<file path="src/rtl/flash_prog_pkg.sv">
package flash_prog_pkg;

  typedef enum logic [3:0] {
    ST_IDLE,
    ST_ADDR,
    ST_DATA,
    ST_MODE,
    ST_VPP,
    ST_SETUP,
    ST_PULSE,
    ST_WAIT,
    ST_CHECK,
    ST_FAULT
  } seqState_t;

  // Strobes from the control FSM to the datapath
  typedef struct packed {
    logic loadPair;
    logic cntClr;
    logic cntInc;
    logic clrBusySeen;
    logic setErrTimeout;
    logic setErrVerify;
  } dpCtrl_t;

endpackage

</file>
<file path="src/rtl/flash_prog_dp.sv">
module flash_prog_dp
  import flash_prog_pkg::*;
#(
  parameter int ADDR_W      = 13,
  parameter int SETUP_CYC   = 4,
  parameter int PULSE_CYC   = 3,
  parameter int TIMEOUT_CYC = 12500
) (
  input  logic              clk,
  input  logic              rstN,
  input  dpCtrl_t           ctrl,
  input  logic              watchBusy,
  input  logic [ADDR_W-1:0] inAddr,
  input  logic [7:0]        inData,
  input  logic              inLast,
  input  logic [7:0]        devDataIn,
  input  logic              devRdyBsy,
  output logic [ADDR_W-1:0] addrQ,
  output logic [7:0]        dataQ,
  output logic              lastQ,
  output logic [ADDR_W-1:0] errAddr,
  output logic              setupDone,
  output logic              pulseDone,
  output logic              waitExpired,
  output logic              pollMatch,
  output logic              rdyDone,
  output logic              verifyMatch
);

  localparam int MAX_A = (SETUP_CYC > PULSE_CYC) ? SETUP_CYC : PULSE_CYC;
  localparam int MAX_CNT = (MAX_A > TIMEOUT_CYC) ? MAX_A : TIMEOUT_CYC;
  localparam int CNT_W = $clog2(MAX_CNT + 1);

  logic [CNT_W-1:0] cnt;
  logic             busySeen;

  always_ff @(posedge clk or negedge rstN) begin
    if (!rstN) begin
      addrQ <= '0;
      dataQ <= '0;
      lastQ <= 1'b0;
    end else if (ctrl.loadPair) begin
      addrQ <= inAddr;
      dataQ <= inData;
      lastQ <= inLast;
    end
  end

  // Shared interval counter: setup, pulse width and completion window
  always_ff @(posedge clk or negedge rstN) begin
    if (!rstN) cnt <= '0;
    else if (ctrl.cntClr) cnt <= '0;
    else if (ctrl.cntInc) cnt <= cnt + CNT_W'(1);
  end

  always_ff @(posedge clk or negedge rstN) begin
    if (!rstN) busySeen <= 1'b0;
    else if (ctrl.clrBusySeen) busySeen <= 1'b0;
    else if (watchBusy && !devRdyBsy) busySeen <= 1'b1;
  end

  always_ff @(posedge clk or negedge rstN) begin
    if (!rstN) errAddr <= '0;
    else if (ctrl.setErrTimeout || ctrl.setErrVerify) errAddr <= addrQ;
  end

  assign setupDone   = (cnt == CNT_W'(SETUP_CYC - 1));
  assign pulseDone   = (cnt == CNT_W'(PULSE_CYC - 1));
  assign waitExpired = (cnt == CNT_W'(TIMEOUT_CYC - 1));
  assign pollMatch   = (devDataIn[7] == dataQ[7]);
  assign rdyDone     = busySeen && devRdyBsy;
  assign verifyMatch = (devDataIn == dataQ);

endmodule

</file>
<file path="src/rtl/flash_prog_ctl.sv">
module flash_prog_ctl
  import flash_prog_pkg::*;
(
  input  logic    clk,
  input  logic    rstN,
  input  logic    cfgPollMode,
  input  logic    cfgVerify,
  input  logic    inValid,
  input  logic    lastQ,
  input  logic    setupDone,
  input  logic    pulseDone,
  input  logic    waitExpired,
  input  logic    pollMatch,
  input  logic    rdyDone,
  input  logic    verifyMatch,
  output dpCtrl_t ctrl,
  output logic    watchBusy,
  output logic    inReady,
  output logic    devBusEn,
  output logic    devDataOe,
  output logic    devModeProg,
  output logic    devVpp,
  output logic    devProgN,
  output logic    devRead,
  output logic    done,
  output logic    errTimeout,
  output logic    errVerify
);

  seqState_t state, nxt;
  logic streamActive;
  logic setStream, endStream, setDone, clrDone;
  logic writeDone;

  assign writeDone = cfgPollMode ? pollMatch : rdyDone;

  always_comb begin
    nxt       = state;
    ctrl      = '0;
    setStream = 1'b0;
    endStream = 1'b0;
    setDone   = 1'b0;
    clrDone   = 1'b0;
    unique case (state)
      ST_IDLE: begin
        if (inValid) begin
          ctrl.loadPair = 1'b1;
          clrDone       = 1'b1;
          nxt           = ST_ADDR;
        end
      end
      ST_ADDR: nxt = ST_DATA;
      ST_DATA: nxt = ST_MODE;
      ST_MODE: nxt = ST_VPP;
      ST_VPP: begin
        setStream   = 1'b1;
        ctrl.cntClr = 1'b1;
        nxt         = ST_SETUP;
      end
      ST_SETUP: begin
        if (setupDone) begin
          ctrl.cntClr      = 1'b1;
          ctrl.clrBusySeen = 1'b1;
          nxt              = ST_PULSE;
        end else begin
          ctrl.cntInc = 1'b1;
        end
      end
      ST_PULSE: begin
        if (pulseDone) begin
          ctrl.cntClr = 1'b1;
          nxt         = ST_WAIT;
        end else begin
          ctrl.cntInc = 1'b1;
        end
      end
      ST_WAIT: begin
        if (writeDone) begin
          if (cfgVerify) begin
            nxt = ST_CHECK;
          end else begin
            nxt       = ST_IDLE;
            endStream = lastQ;
            setDone   = lastQ;
          end
        end else if (waitExpired) begin
          ctrl.setErrTimeout = 1'b1;
          endStream          = 1'b1;
          nxt                = ST_FAULT;
        end else begin
          ctrl.cntInc = 1'b1;
        end
      end
      ST_CHECK: begin
        if (verifyMatch) begin
          nxt       = ST_IDLE;
          endStream = lastQ;
          setDone   = lastQ;
        end else begin
          ctrl.setErrVerify = 1'b1;
          endStream         = 1'b1;
          nxt               = ST_FAULT;
        end
      end
      ST_FAULT: nxt = ST_FAULT;
      default:  nxt = ST_IDLE;
    endcase
  end

  always_ff @(posedge clk or negedge rstN) begin
    if (!rstN) begin
      state        <= ST_IDLE;
      streamActive <= 1'b0;
      done         <= 1'b0;
      errTimeout   <= 1'b0;
      errVerify    <= 1'b0;
    end else begin
      state <= nxt;
      if (endStream) streamActive <= 1'b0;
      else if (setStream) streamActive <= 1'b1;
      if (setDone) done <= 1'b1;
      else if (clrDone) done <= 1'b0;
      if (ctrl.setErrTimeout) errTimeout <= 1'b1;
      if (ctrl.setErrVerify) errVerify <= 1'b1;
    end
  end

  assign inReady     = (state == ST_IDLE);
  assign watchBusy   = (state == ST_PULSE) || (state == ST_WAIT);
  assign devBusEn    = streamActive || ((state != ST_IDLE) && (state != ST_FAULT));
  assign devDataOe   = (state == ST_DATA) || (state == ST_MODE) || (state == ST_VPP) ||
                       (state == ST_SETUP) || (state == ST_PULSE);
  assign devModeProg = (state == ST_MODE) || (state == ST_VPP) ||
                       (state == ST_SETUP) || (state == ST_PULSE);
  assign devVpp      = streamActive || (state == ST_VPP);
  assign devProgN    = (state != ST_PULSE);
  assign devRead     = (state == ST_WAIT) || (state == ST_CHECK);

endmodule

</file>
<file path="src/rtl/flash_prog_seq.sv">
module flash_prog_seq
  import flash_prog_pkg::*;
#(
  parameter int ADDR_W    = 13,
  parameter int SETUP_CYC = 4,
  parameter int PULSE_CYC = 3,
  parameter int CLK_MHZ   = 250,
  parameter int WRITE_US  = 50
) (
  input  logic              clk,
  input  logic              rstN,
  input  logic              cfgPollMode,
  input  logic              cfgVerify,
  input  logic              inValid,
  output logic              inReady,
  input  logic [ADDR_W-1:0] inAddr,
  input  logic [7:0]        inData,
  input  logic              inLast,
  output logic [ADDR_W-1:0] devAddr,
  output logic [7:0]        devDataOut,
  output logic              devDataOe,
  input  logic [7:0]        devDataIn,
  output logic              devModeProg,
  output logic              devVpp,
  output logic              devProgN,
  output logic              devRead,
  input  logic              devRdyBsy,
  output logic              devBusEn,
  output logic              done,
  output logic              errTimeout,
  output logic              errVerify,
  output logic [ADDR_W-1:0] errAddr
);

  localparam int TIMEOUT_CYC = CLK_MHZ * WRITE_US;

  dpCtrl_t ctrl;
  logic watchBusy, lastQ;
  logic setupDone, pulseDone, waitExpired, pollMatch, rdyDone, verifyMatch;

  flash_prog_ctl u_ctl (
    .clk         (clk),
    .rstN        (rstN),
    .cfgPollMode (cfgPollMode),
    .cfgVerify   (cfgVerify),
    .inValid     (inValid),
    .lastQ       (lastQ),
    .setupDone   (setupDone),
    .pulseDone   (pulseDone),
    .waitExpired (waitExpired),
    .pollMatch   (pollMatch),
    .rdyDone     (rdyDone),
    .verifyMatch (verifyMatch),
    .ctrl        (ctrl),
    .watchBusy   (watchBusy),
    .inReady     (inReady),
    .devBusEn    (devBusEn),
    .devDataOe   (devDataOe),
    .devModeProg (devModeProg),
    .devVpp      (devVpp),
    .devProgN    (devProgN),
    .devRead     (devRead),
    .done        (done),
    .errTimeout  (errTimeout),
    .errVerify   (errVerify)
  );

  flash_prog_dp #(
    .ADDR_W      (ADDR_W),
    .SETUP_CYC   (SETUP_CYC),
    .PULSE_CYC   (PULSE_CYC),
    .TIMEOUT_CYC (TIMEOUT_CYC)
  ) u_dp (
    .clk         (clk),
    .rstN        (rstN),
    .ctrl        (ctrl),
    .watchBusy   (watchBusy),
    .inAddr      (inAddr),
    .inData      (inData),
    .inLast      (inLast),
    .devDataIn   (devDataIn),
    .devRdyBsy   (devRdyBsy),
    .addrQ       (devAddr),
    .dataQ       (devDataOut),
    .lastQ       (lastQ),
    .errAddr     (errAddr),
    .setupDone   (setupDone),
    .pulseDone   (pulseDone),
    .waitExpired (waitExpired),
    .pollMatch   (pollMatch),
    .rdyDone     (rdyDone),
    .verifyMatch (verifyMatch)
  );

endmodule

</file>
<file path="config.mk">
export PLATFORM = sky130hd
export DESIGN_NAME = flash_prog_seq
export DESIGN_NICKNAME = d
export VERILOG_FILES = /design/src/rtl/flash_prog_pkg.sv /design/src/rtl/flash_prog_dp.sv /design/src/rtl/flash_prog_ctl.sv /design/src/rtl/flash_prog_seq.sv
export SDC_FILE = /design/constraint.sdc
export NUM_CORES = 1
export LEC_CHECK = 0
export ABC_AREA = 0
export CAP_MARGIN = 15
export CELL_PAD_IN_SITES_DETAIL_PLACEMENT = 0
export CELL_PAD_IN_SITES_GLOBAL_PLACEMENT = 2
export CORE_ASPECT_RATIO = 0.9
export CORE_MARGIN = 2
export CORE_UTILIZATION = 28
export CTS_BUF_LIST = sky130_fd_sc_hd__clkbuf_8
export CTS_CLUSTER_DIAMETER = 120
export DETAILED_ROUTE_END_ITERATION = 16
export PLACE_DENSITY = 0.83
export SLEW_MARGIN = 10
export SYNTH_ARGS = -nofsm -noshare
export SYNTH_HDL_FRONTEND = slang
export SYNTH_HIERARCHICAL = 1
export SYNTH_SLANG_ARGS = --single-unit
</file>
<file path="constraint.sdc">
create_clock -name clk -period 2.67 [get_ports clk]
set_input_delay 0.801 -clock clk [delete_from_list [all_inputs] [get_ports clk]]
set_output_delay 0.801 -clock clk [all_outputs]
set_load 0.02 [all_outputs]
</file>
After elaboration in Yosys (flattened, before gate mapping). Cells that the tools add are included.

$add $sub $neg: 1. Eq/ne operators: 20. Mux-type cells: 41. Reductions and logical operators: 23.

Operator list (number): $pmux 4 s10 (1); $eq 14x2->1 const B (2); $mux 14 (2); $mux 4 (7); $mux 1 (27); $eq 4x3->1 const B (4); $add 14x1->14 const B (1); $eq 14x14->1 const B (1); $logic_or 1x1->1 (12); $eq 4x2->1 const B (2); $eq 4x4->1 const B (2); $eq 8x8->1 (1); $reduce_bool 2->1 (4); $ne 2x2->1 const B (3); $pmux 1 s3 (2); $eq 4x1->1 const B (1); $logic_not 4->1 (1); $ne 4x3->1 const B (1); $ne 4x4->1 const B (1); $pmux 1 s2 (2); $reduce_and 4->1 (1); $reduce_bool 4->1 (1); $logic_and 1x1->1 (3); $ne 3x1->1 const B (1); 2 further kinds (2).

Register bits: 58. Bits of input ports: 36. Output and inout port bits: 44. Word-level logic and storage cells: 96.

Logic depth before layout (Yosys ltp). Gate-level depths: netlist of the first run.

Word-level depth: 6. Gate-level depth with buffers: 10. Depth with buffers taken out: 9.

Modules after synthesis. Netlist of the first run, hierarchy kept.

By module, submodules not included: flash_prog_dp (times used 1, cells an instance 174, area each 2232.1 µm², seq. area each 1251.2 µm²); flash_prog_ctl (times used 1, cells an instance 72, area each 621.8 µm², seq. area each 200.2 µm²).

Least setup slack after synthesis of the first run. Ideal clock, no wire load.

Path type: register to register. From: register u_dp.cnt[7]. To: register u_dp.cnt[11]. Setup time: 125 ps. Arrival: 2520 ps. Required time: 2545 ps. Setup slack: 25 ps. Stages on the path, launching flop included: 11. Path buffers: 1. Period minus slack after synthesis: 2645 ps. Cell sequence: dfrtp_1 or4_1 nor2_1 and4_1 inv_1 o22ai_1 and2_1 buf_2 o211ai_2 nor4_1 mux2_2.

RTL lines: start, declared (RTL line flash_prog_dp.sv:34) `logic [CNT_W-1:0] cnt;`; start signal, assigned (RTL line flash_prog_dp.sv:53) `else if (ctrl.cntInc) cnt <= cnt + CNT_W'(1);`.

==> results of run 1 <==
synth_stat cells, types with 2 or more instances:
master	n
and3_1	2
nor2b_1	6
a22o_1	2
o31ai_1	4
nor3_1	6
nor2_1	18
buf_1	2
nor4_1	4
and2_1	3
or3_1	2
or2_1	4
mux2_2	39
a21oi_1	8
nand3_1	3
xor2_1	4
buf_2	7
xnor2_1	11
nand4_1	5
inv_1	8
dfrtp_1	58
or4_1	6
ha_1	2
nand2_1	10
o21ai_0	7
stage by stage:
stage | worst slack, ps | TNS, ps
2_1_floorplan | 25.3 | 0
5_1_grt | -130 | -493
3_3_place_gp | -358 | -2760
4_1_cts | 5.16 | 0
3_5_place_dp | -430 | -3520
6_report | 6.73 | 0
worst max-delay path by stage:
stage	startpoint	cells past startpoint	endpoint
2_1_floorplan	u_dp/cnt[7]	10	u_dp/cnt[11]
3_5_place_dp	devRdyBsy	8	u_dp/cnt[11]
5_1_grt	u_dp/cnt[3]	10	u_dp/cnt[9]
4_1_cts	u_dp/cnt[7]	10	u_dp/cnt[12]
3_3_place_gp	devRdyBsy	8	u_dp/cnt[11]
6_report	devDataIn[7]	8	u_dp/cnt[9]
cell type report:
class                      instances  area (um^2)  area share
sequential                        58         1450       0.336
multi-input combinational        169         1350       0.313
timing repair buffer             115         1090       0.253
tap                              126          158      0.0365
clock buffer                       9          124      0.0287
clock inverter                     7          110      0.0255
inverter                           8         30.0     0.00695
power groups by stage:
stage | combinational, uW | sequential, uW | clock [uW]
finish | 2380 | 1470 | 965
global route | 2580 | 1520 | 1040
detailed placement | 2320 | 1480 | 0
floorplan | 1060 | 1690 | 0
CTS | 2330 | 1470 | 991
global placement | 2310 | 1470 | 0
sequential cells by signal, indices dropped and copies added, names as in the netlist:
name and cells:
u_ctl/errVerify 1, u_dp/errAddr 13, u_ctl/errTimeout 1, u_dp/busySeen 1
u_dp/cnt 14, u_dp/dataQ 8, u_dp/addrQ 13, u_dp/lastQ 1
u_ctl/streamActive 1, u_ctl/done 1, u_ctl/state 4
what timing repair did:
action / CTS / global route
pin swaps: 0 / 7
buffers inserted: 0 / 2
gates resized for setup: 10 / 9
endpoints found under the setup margin: 10 / 11
per-layer routing:
metal / GRT usage / part of all wire / vias to the layer above
met2: 0.227 / 0.49 / 52
met4: 0.0375 / 0.012 / 0
met1: 0.164 / 0.45 / 1116
met5: 0 / 0 / -
met3: 0.0537 / 0.050 / 7
li1: - / - / 1127
worst max-delay path: stages:
cell	delay, ps
clkdlybuf4s50_1	420
xnor2_1	140
mux2_2	290
nor3_2	170
or2_4	200
o211ai_2	180
nor4_2	290
mux2_2	370
cells by family after synthesis:
group	count (synthesis)	share of synthesized area
xor gates and xnor gates	15	0.0460
buffers and inverters	19	0.0320
and+or+nand+nor	77	0.156
muxes	40	0.157
DFF	58	0.509
AOI/OAI and AO/OA	35	0.0912
adders and majority gates	2	0.00877
cells in the final DEF, fill, tap and decap left out, types with 3 or more instances in the layout:
cell	synthesis	routed
nor3_1	6	6
nor4_2	1	5
or4_1	6	5
or2_1	4	3
xor2_1	4	4
dlygate4sd2_1	0	4
nor2b_1	6	6
nand4_1	5	5
o21ai_0	7	7
bufinv_16	0	3
xnor2_1	11	11
mux2_2	39	39
inv_1	8	10
buf_12	0	3
dfrtp_1	58	56
nand2_1	10	10
clkbuf_8	0	9
clkdlybuf4s50_1	0	72
nor2_1	18	18
o31ai_1	4	4
nand3_1	3	3
buf_4	1	32
a21oi_1	8	8
==> flow_metrics.env, run 1 <==
export IMPL_status="completed"
export IMPL_path_class="in2reg"
export IMPL_worst_endpoint_required_ps=2890
export IMPL_synthCells=246
export IMPL_postPlaceCellArea_um2=4030
export IMPL_yosysTopAreaCellShare=0.509
export IMPL_drtAntennaViolNets=0
export IMPL_power_internal_uw=3050
export IMPL_die_h_um=99.8
export IMPL_dr_pass1_iters=4
export IMPL_post_route_period_util=0.997
export IMPL_synth_async_reset_ratio=1.00
export IMPL_crit_fanout=7
export IMPL_cts_buffer_depth=2
export IMPL_syn_area_per_cell_um2=11.6
export IMPL_wl_um=7040
export IMPL_hpwl_um=5150
export IMPL_synth_edf_count=0
export IMPL_setup_viol=0
export IMPL_ys_seq_area_frac=0.509
export IMPL_crit_path_start_kind="input pin"
export IMPL_power_density_nw_per_um2=1110
export IMPL_cap_violations=0
export IMPL_r2r_end="u_dp/cnt[9]"
export IMPL_worstReg2RegStart="u_dp/cnt[7]"
export IMPL_die_width_um=110
export IMPL_antenna_cells=0
export IMPL_drt_iter0_markers=96
export IMPL_areaGrowthSynthToFinish_pct=51.4
export IMPL_switching_power_uw=1760
export IMPL_vdd_drop_max_mv=0.487
export IMPL_synth_area_top_cells="dfrtp_1, mux2_2, xnor2_1"
export IMPL_vias_per_cell=4.68
export IMPL_switching_share=0.366
export IMPL_syn_area_um2=2850
export IMPL_htree_num_levels=3
export IMPL_crit_arrival_ps=2880
export IMPL_cts_sinks=58
export IMPL_p_leak_uw=0.00186
export IMPL_ys_flop_type="dfrtp_1"
export IMPL_ys_ff_latch=58
export IMPL_reg2reg_depth=8
export IMPL_tightest_slew_ps=437
export IMPL_period_needed_ps=2660
export IMPL_critPathCaptureType="flip-flop"
export IMPL_core_area_um2=9780
export IMPL_start_util=0.292
export IMPL_layoutNonFillerInstCount=492
export IMPL_clockRootBuffer="clkbuf_8"
export IMPL_worstSkewPairLatency_ps=340
export IMPL_gp_congestion=0.751
export IMPL_via_count=2302
export IMPL_rsz0062_at_grt="yes"
export IMPL_dp_cells=474
export IMPL_fin_area_um2=4320
export IMPL_finalNetCount=399
export IMPL_maxSlewViolCount=0
export IMPL_first_global_vias=2480
export IMPL_p_seq_frac=0.305
export IMPL_power_frac_comb=0.495
export IMPL_synth_top_cell_by_area="dfrtp_1"
export IMPL_hold_viol_final=0
export IMPL_fill_cells=934
export IMPL_clock_skew_ps=8.95
export IMPL_drive_gt1_frac=0.287
export IMPL_max_slew_margin=0.709
export IMPL_synth_distinct_cells=49
export IMPL_die_area_um2=11000
export IMPL_route_detailed_drc=0
export IMPL_fmaxAchievable_ghz=0.375
export IMPL_yosysWarningCount=6
export IMPL_synthesis_nets=284
export IMPL_r2r_slack_ps=50
export IMPL_grt_ovfl_total=0
export IMPL_hp_class="in2async"
export IMPL_antenna_found_initial=0
export IMPL_io_pins=80
export IMPL_clkPwrFrac=0.201
export IMPL_clkSlewWorstSetupHoldPaths_ps=70
export IMPL_rows=34
export IMPL_track_usage=0.136
export IMPL_wl_per_cell_um=14.3
export IMPL_grt_first_pass_wirelength_um=12000
export IMPL_postCtsHoldBufs=0
export IMPL_fin_util=0.442
export IMPL_portBuffers=79
export IMPL_cts_tree="yes"
export IMPL_holdWs_ps=394
export IMPL_grt_max_degree=23
export IMPL_cts_inserted_buffers=9
export IMPL_p_total_uw=4810
(Power assumes the default switching activity.)
==> run 2: changes to the inputs <==
--- a/config.mk
+++ b/config.mk
@@ -13,7 +13,6 @@
 export CORE_MARGIN = 2
 export CORE_UTILIZATION = 28
 export CTS_BUF_LIST = sky130_fd_sc_hd__clkbuf_8
-export CTS_CLUSTER_DIAMETER = 120
 export DETAILED_ROUTE_END_ITERATION = 16
 export PLACE_DENSITY = 0.83
 export SLEW_MARGIN = 10
==> results of run 2 <==
The final DEF is identical to that of run 1; final timing and power are the same.
